===== config.mk =====
export PLATFORM = sky130hd
export DESIGN_NAME = evt_status_reg
export DESIGN_NICKNAME = d
export VERILOG_FILES = /design/src/rtl/evtf_pkg.sv /design/src/rtl/evtf_rst_sync.sv /design/src/rtl/evtf_mode_bank.sv /design/src/rtl/evtf_edge_filter.sv /design/src/rtl/evt_status_reg.sv
export SDC_FILE = /design/constraint.sdc
export NUM_CORES = 1
export LEC_CHECK = 0
export ABC_AREA = 1
export BUFFER_PORTS_ARGS = -buffer_cell sky130_fd_sc_hd__buf_4
export CAP_MARGIN = 20
export CORE_ASPECT_RATIO = 0.5
export CORE_MARGIN = 1
export CORE_UTILIZATION = 54
export DETAILED_ROUTE_END_ITERATION = 8
export PLACE_DENSITY = 0.79
export SETUP_SLACK_MARGIN = 0.5
export SLEW_MARGIN = 10
export SYNTH_ARGS = -nofsm -noshare
export SYNTH_HDL_FRONTEND = slang
export SYNTH_SLANG_ARGS = --single-unit

===== constraint.sdc =====
create_clock -name clk -period 2.15 [get_ports clk]
set_input_delay 0.215 -clock clk [delete_from_list [all_inputs] [get_ports clk]]
set_output_delay 0.215 -clock clk [all_outputs]
set_load 0.005 [all_outputs]

===== src/rtl/evtf_pkg.sv =====
package evtf_pkg;

  typedef enum logic [1:0] {
    FM_NEVER = 2'b00,
    FM_RISE  = 2'b01,
    FM_FALL  = 2'b10,
    FM_BOTH  = 2'b11
  } fmode_e;

  localparam int unsigned FLAG_W = 16;

  localparam logic [FLAG_W-1:0] UNUSED_BITS = 16'hA200;

endpackage


===== src/rtl/evtf_rst_sync.sv =====
module evtf_rst_sync (
  input  logic clk,
  input  logic rst_n,
  output logic rst_sync_n
);

  logic stage1_q;
  logic stage2_q;

  always_ff @(posedge clk or negedge rst_n) begin
    if (!rst_n) begin
      stage1_q <= 1'b0;
      stage2_q <= 1'b0;
    end else begin
      stage1_q <= 1'b1;
      stage2_q <= stage1_q;
    end
  end

  assign rst_sync_n = stage2_q;

endmodule


===== src/rtl/evtf_mode_bank.sv =====
module evtf_mode_bank #(
  parameter int unsigned W   = 16,
  parameter int unsigned IDX = 5
) (
  input  logic                clk,
  input  logic                rst_n,
  input  logic                wr_en,
  input  logic [IDX-1:0]      wr_idx,
  input  logic [1:0]          wr_val,
  output logic [W-1:0][1:0]   mode
);

  import evtf_pkg::*;

  logic [W-1:0][1:0] mode_q;
  logic [W-1:0][1:0] mode_d;
  logic [W-1:0]      sel;

  for (genvar i = 0; i < W; i++) begin : g_slot
    localparam logic [IDX-1:0] SLOT_IDX = IDX'(i + 1);

    always_comb begin
      sel[i]    = wr_en && (wr_idx == SLOT_IDX);
      mode_d[i] = mode_q[i];
      if (sel[i]) begin
        mode_d[i] = wr_val;
      end
    end

    always_ff @(posedge clk or negedge rst_n) begin
      if (!rst_n) begin
        mode_q[i] <= FM_NEVER;
      end else if (sel[i]) begin
        mode_q[i] <= mode_d[i];
      end
    end
  end

  assign mode = mode_q;

endmodule


===== src/rtl/evtf_edge_filter.sv =====
module evtf_edge_filter (
  input  logic       cur,
  input  logic       prev,
  input  logic [1:0] mode,
  output logic       hit
);

  import evtf_pkg::*;

  logic rise;
  logic fall;

  always_comb begin
    rise = cur & ~prev;
    fall = ~cur & prev;
    unique case (fmode_e'(mode))
      FM_RISE: hit = rise;
      FM_FALL: hit = fall;
      FM_BOTH: hit = rise | fall;
      default: hit = 1'b0;
    endcase
  end

endmodule


===== src/rtl/evt_status_reg.sv =====
module evt_status_reg #(
  parameter int unsigned     W           = evtf_pkg::FLAG_W,
  parameter logic [W-1:0]    UNUSED_MASK = evtf_pkg::UNUSED_BITS,
  localparam int unsigned    IDX         = $clog2(W + 1)
) (
  input  logic           clk,
  input  logic           rst_n,
  input  logic [W-1:0]   cond_in,
  input  logic           mode_wr_en,
  input  logic [IDX-1:0] mode_wr_idx,
  input  logic [1:0]     mode_wr_val,
  input  logic           evt_rd_en,
  output logic [W-1:0]   cond_rd_data,
  output logic [W-1:0]   evt_rd_data
);

  logic              rst_int_n;
  logic [W-1:0][1:0] mode;
  logic [W-1:0]      cond_m;
  logic [W-1:0]      cond_q;
  logic [W-1:0]      cond_d;
  logic [W-1:0]      hit;
  logic [W-1:0]      evt_q;
  logic [W-1:0]      evt_d;
  logic              evt_en;

  evtf_rst_sync u_rst_sync (
    .clk        (clk),
    .rst_n      (rst_n),
    .rst_sync_n (rst_int_n)
  );

  evtf_mode_bank #(
    .W   (W),
    .IDX (IDX)
  ) u_mode_bank (
    .clk    (clk),
    .rst_n  (rst_int_n),
    .wr_en  (mode_wr_en),
    .wr_idx (mode_wr_idx),
    .wr_val (mode_wr_val),
    .mode   (mode)
  );

  assign cond_m = cond_in & ~UNUSED_MASK;

  for (genvar i = 0; i < W; i++) begin : g_filt
    evtf_edge_filter u_filt (
      .cur  (cond_m[i]),
      .prev (cond_q[i]),
      .mode (mode[i]),
      .hit  (hit[i])
    );
  end

  always_comb begin
    cond_d = cond_m;
    evt_en = evt_rd_en | (|hit);
    evt_d  = evt_q;
    if (evt_rd_en) begin
      evt_d = '0;
    end
    evt_d = evt_d | hit;
  end

  always_ff @(posedge clk or negedge rst_int_n) begin
    if (!rst_int_n) begin
      cond_q <= '0;
    end else begin
      cond_q <= cond_d;
    end
  end

  always_ff @(posedge clk or negedge rst_int_n) begin
    if (!rst_int_n) begin
      evt_q <= '0;
    end else if (evt_en) begin
      evt_q <= evt_d;
    end
  end

  assign cond_rd_data = cond_q;
  assign evt_rd_data  = evt_q;

endmodule


# [Yosys cells after proc, flatten, opt, wreduce, memory -nomap -nowiden]
# Index checks and enable logic that the tools add are counted.
[totals] word_cells=164 out_inout_bits=32 input_bits=27 regBits=57
[op_classes] n_reduce_logical=14 eq_ne=52 n_mux=14 n_bitwise=67
[ops] op="$eq 2x2->1 const B" n=26
[ops] op="$pmux 1 s3" n=13
[ops] op="$eq 5x4->1 const B" n=6
[ops] op="$and 1x1->1" n=26
[ops] op="$eq 2x1->1 const B" n=13
[ops] op="$not 1->1" n=26
[ops] op="$eq 5x3->1 const B" n=4
[ops] op="$mux 16" n=1
[ops] op="$or 16x15->16" n=1
[ops] op="$or 1x1->1" n=14
[ops] op="$logic_and 1x1->1" n=13
[ops] op="$reduce_or 13->1" n=1
[ops] op="$eq 5x2->1 const B" n=2
[ops] op="$eq 5x1->1 const B" n=1

# [Logic depth before layout (Yosys ltp)]
[depth] word_depth=6 mapped_depth=7 ltp_nobuf=7

# [Cells and area by module]
# A second synthesis with hierarchy kept.
[unflattened] hier_cells=442 hier_area_um2=3494.6
[modules_own_cells] mod="evtf_mode_bank" instances=1 seq_area_each_um2=800.8 cells_per_inst=180 area_per_inst_um2=1470.2
[modules_own_cells] mod="evtf_edge_filter" instances=16 seq_area_each_um2=0.0 cells_per_inst=11 area_per_inst_um2=63.8
[modules_own_cells] mod="evt_status_reg" instances=1 seq_area_each_um2=725.7 cells_per_inst=83 area_per_inst_um2=949.7
[modules_own_cells] mod="evtf_rst_sync" instances=1 seq_area_each_um2=50.0 cells_per_inst=3 area_per_inst_um2=53.8

# [Worst setup path after synthesis]
# Ideal clock, no wire load.
[synth_path] path_type="register to register" startpoint="register cond_q[11], in the netlist cond_rd_data[11]" endpoint="register evt_q[11], in the netlist evt_rd_data[11]" path_stages_with_launch=5 setup_time_ns=0.130 path_slack_ns=1.199 arrival_ns=0.821 n_path_buf=0 required_ns=2.020 synth_period_minus_slack_ns=0.951 cell_sequence="dfrtp_1 ha_1 nand2_1 o211ai_1 nand3_1"
[synth_between] elab_chain_len=6 elab_cells_between_ends=8 cone_classes="mux: 1; bitwise: 6; reduce/logical: 1"
[synth_rtl] item="start, declared" line="evt_status_reg.sv:20" rtl="logic [W-1:0] cond_q;"
[synth_rtl] item="start signal, assigned" line="evt_status_reg.sv:70" rtl="cond_q <= cond_d;"
[synth_rtl] item="$not 1->1" line="evtf_edge_filter.sv:14" rtl="rise = cur & ~prev;"
[synth_rtl] item="$and 1x1->1" line="evtf_edge_filter.sv:14"
[synth_rtl] item="$or 1x1->1" line="evtf_edge_filter.sv:19" rtl="FM_BOTH: hit = rise | fall;"
[synth_rtl] item="$pmux 1 s3 (*)" line="evtf_edge_filter.sv:16" rtl="unique case (fmode_e'(mode))"
[synth_rtl] item="$reduce_or 13->1" line="evt_status_reg.sv:58" rtl="evt_en = evt_rd_en | (|hit);"
[synth_rtl] item="$or 1x1->1" line="evt_status_reg.sv:58"
[synth_rtl] item="end signal, assigned" line="evt_status_reg.sv:78" rtl="evt_q <= evt_d;"
[synth_rtl] item="end, declared" line="evt_status_reg.sv:23" rtl="logic [W-1:0] evt_q;"
# Every way passes the cells marked *; elsewhere a longest branch is shown, timed or not.
# A chain may end at the register's enable or synchronous reset.

# [Worst setup path in the final report]
[layout_path] startpoint="register cond_q[5], in the netlist cond_rd_data[5]" endpoint="output port cond_rd_data[5]"
[layout_lines] item="end, declared" line="evt_status_reg.sv:13" rtl="output logic [W-1:0] cond_rd_data,"
# No word-level cell between the ends.

==> flow_summary_export.csv <==
group,metric,value,unit
sta,totalNegativeSetupSlack,0,ns
logic_synthesis,synth-warning-count,0,
finish,synthToLayoutAreaGrowth,15.6,%
pwr,maximum_ir_drop_on_the_vdd_rail,0.468,mV
drt,routed_wirelength,5310,µm
setup_path,critical_path.reg2reg.startpoint,"cond_rd_data[12]",
drt,wl_per_cell,12.4,µm
logic_synthesis,synthCells,316,
placed_design,gp_congestion,0.835,
drt,vias,2125,
pwr,static-leakage-power,1.74,nW
placed_design,place_area,3110,µm²
logic_synthesis,cell_area_after_technology_mapping,2780,µm²
logic_synthesis,post-synth-top-area-cell,"sky130_fd_sc_hd__dfrtp_1",
setup_path,arrival_time_of_the_worst_setup_path,0.88,ns
floorplan,die_h,52.7,µm
setup_path,timing.critical_path.cells,"buf_4",
sta,setup_viol,0,
setup_path,worst_r2r_endpoint,"evt_rd_data[12]",
sta,grt_setup_unrepaired,"no",
logic_synthesis,yosys.cell_types.count,18,
clocking,tritoncts,"built",
sta,timing.final.max_slew_violations,0,
finish,final_net_count,410,
setup_path,critical_path.endpoint,"cond_rd_data[5]",
sta,final.period_utilization,0.508,
status,outcome,"completed",
sta,worstMarginPinSlew,0.570,ns
logic_synthesis,synth_common_cells,"sky130_fd_sc_hd__nand2_1 (102), sky130_fd_sc_hd__dfrtp_1 (54), sky130_fd_sc_hd__inv_1 (40), sky130_fd_sc_hd__ha_1 (26)",
sta,timing.clock.skew,0.0114,ns
logic_synthesis,synth.avg_cell_area,8.78,µm²
drt,via_per_inst,4.96,
clocking,clkSlewWorstSetupHoldPaths,0.10,ns
placed_design,detailedPlacementHpwl,4040,µm
setup_path,crit_path_top_delay_cell,"sky130_fd_sc_hd__dfrtp_1",
global_routing,grtUsageTotal,0.219,
floorplan,floorplan.die.width,103,µm
finish,layout.filler_cells,420,
logic_synthesis,synth_largest_type_area_fraction,0.487,
logic_synthesis,synth_async_sr_flop_share,1.00,
floorplan,fp-row-count,18,
logic_synthesis,ys_ff_latch,54,
finish,design_area,3210,µm²
setup_path,critPathLaunch,"cond_rd_data[5]",
placed_design,port_buffers,49,
setup_path,critPathTopFamily,"flip-flops",
sta,slew-limit-headroom,0.620,
setup_path,critical_path.startpoint_type,"register",
clocking,number_of_buffers_inserted_during_clock_tree_synthesis,5,
finish,antenna_cells_inserted,0,
floorplan,die_area,5450,µm²
clocking,clock_tree.root_cell,"sky130_fd_sc_hd__clkbuf_8",
global_routing,grt-ovfl-total,0,
finish,fraction_of_final_layout_cells_sized_beyond_drive_strength_1,0.170,
pwr,powerDensity,726,nW/µm²
global_routing,via_count_of_the_first_global_routing_pass,2058,
setup_path,worst-setup-path-type,"reg -> out",
setup_path,r2r.worst_path.cells,4,
clocking,insertion_delay,0.31,ns
clocking,tritoncts_sinks,54,
drt,dr.first_iter.drc_count,76,
clocking,clock_path_buffers,2,
clocking,post_cts_buffers,0,
logic_synthesis,yosys-top-cells-area,"sky130_fd_sc_hd__dfrtp_1 (49%), sky130_fd_sc_hd__nand2_1 (14%), sky130_fd_sc_hd__ha_1 (12%), sky130_fd_sc_hd__inv_1 (5.4%), sky130_fd_sc_hd__buf_4 (5.1%)",
floorplan,io-pin-count,59,
setup_path,cp_max_fo,3,
floorplan,initial_utilization,0.563,
logic_synthesis,number_of_flops_mapped_to_enable_cells_by_yosys,0,
sta,fmax,916,MHz
sta,setup_slack,1.06,ns
global_routing,antenna_violations_before_repair,0,
drt,dr.pass1.iters,4,
drt,final_antenna_violating_net_count,0,
logic_synthesis,synth_most_common_cell,"sky130_fd_sc_hd__nand2_1",
setup_path,worst_setup_path_end_kind,"primary output",
pwr,total_power,2.33,mW
clocking,htree_num_levels,2,
global_routing,pin_count_of_the_biggest_net_entering_global_routing,33,
setup_path,cpPeakStageDelay,0.42,ns
run,drv_cap,0,
logic_synthesis,ys_seq_area_frac,0.487,
placed_design,dpl_worst_slack,1.00,ns
setup_path,cp_num_buf_inv,1,
setup_path,critical_path_cell_count,1,
sta,final.hold.worst_slack,0.0274,ns
global_routing,grt_first_pass_wirelength,8760,µm
setup_path,regToRegSetupSlack,1.08,ns
drt,remaining_drc_errors,0,
logic_synthesis,yosys_most_used_dff,"sky130_fd_sc_hd__dfrtp_1",
sta,hold_viol,0,
floorplan,floorplan.core_area,4930,µm²
setup_path,worst_ep_required_time,1.93,ns
min_path,min_path_type,"in -> reg",
sta,post-route-min-period,1.09,ns
==> worst min path at each step <==
stage               depth (start not counted)               endpoint        from  slack, ns
floorplan                                   0  u_rst_sync.rst_sync_n       rst_n      -0.08
global placement                            1    u_rst_sync.stage1_q       rst_n     -0.002
detailed placement                          1    u_rst_sync.stage1_q       rst_n     -0.001
CTS                                         1        cond_rd_data[2]  cond_in[2]       0.02
global route                                1        cond_rd_data[5]  cond_in[5]       0.02
finish                                      1        cond_rd_data[2]  cond_in[2]       0.03
==> logic make-up after synthesis <==
group | after synthesis | share of synthesized area
AND/OR/NAND/NOR | 149 | 0.231
adder cells (fa/ha/maj) | 26 | 0.117
buffers and inverters | 63 | 0.112
other | 2 | 0.00271
AO/OA/AOI/OAI | 22 | 0.0505
flip-flops | 54 | 0.487
==> sequential cells by signal, summed over array words and instances (netlist names) <==
register / count
cond_rd_data: 13
evt_rd_data: 13
u_mode_bank.mode: 26
u_rst_sync.rst_sync_n: 1
u_rst_sync.stage1_q: 1
==> cells in the final DEF, fill, tap and decap left out <==
| cell | instances |
|---|---|
| sky130_fd_sc_hd__nand2_1 | 102 |
| sky130_fd_sc_hd__dfrtp_1 | 53 |
| sky130_fd_sc_hd__buf_4 | 49 |
| sky130_fd_sc_hd__inv_1 | 40 |
| sky130_fd_sc_hd__ha_1 | 26 |
| sky130_fd_sc_hd__nand3_1 | 19 |
| sky130_fd_sc_hd__nor2_1 | 13 |
| sky130_fd_sc_hd__o211ai_1 | 12 |
| sky130_fd_sc_hd__nand3b_1 | 12 |
| sky130_fd_sc_hd__conb_1 | 7 |
| sky130_fd_sc_hd__o21ai_0 | 6 |
| sky130_fd_sc_hd__clkbuf_8 | 5 |
| sky130_fd_sc_hd__o21ai_1 | 3 |
| sky130_fd_sc_hd__nor2_2 | 2 |
| sky130_fd_sc_hd__clkbuf_1 | 2 |
| sky130_fd_sc_hd__inv_2 | 1 |
| sky130_fd_sc_hd__nor2_4 | 1 |
| sky130_fd_sc_hd__a21oi_1 | 1 |
| sky130_fd_sc_hd__clkinvlp_4 | 1 |
| sky130_fd_sc_hd__dlygate4sd3_1 | 1 |
| sky130_fd_sc_hd__buf_12 | 1 |
| sky130_fd_sc_hd__dfrtp_2 | 1 |
==> per-stage QoR <==
step / instances / util
after global routing: 428 / 0.650
after global placement: 419 / 0.631
final: 428 / 0.650
after floorplan: 321 / -
after CTS: 428 / 0.650
after detailed placement: 419 / 0.631
==> routing by layer <==
layer | global-route usage | vias up | share of wire
li1 | - | 1043 | -
met1 | 0.254 | 1021 | 0.44
met3 | 0.0560 | 8 | 0.047
met4 | 0.0822 | 0 | 0.0096
met2 | 0.394 | 53 | 0.50
met5 | 0 | - | 0
==> power by group <==
part           switching, mW  leakage, nW  internal, mW
clock network          0.316       0.0385         0.231
registers              0.139        0.680          1.19
logic                  0.213         1.03         0.247
total                  0.667         1.74          1.66
==> final cells by class <==
cell class,instances,area [µm²],share of cell area
Clock buffer,7,76.3,0.0238
Multi-Input combinational cell,204,1130,0.353
Tap cell,70,87.6,0.0273
Inverter,41,154,0.0480
Timing Repair Buffer,51,398,0.124
Clock inverter,1,7.51,0.00234
Sequential cell,54,1350,0.422
==> repair_timing <==
item	4_1_cts	5_1_grt
endpoints found under the hold margin	2	0
endpoints found under the setup margin	0	0
hold buffers	1	0
gates resized for setup	0	0
(Power assumes the default switching activity.)
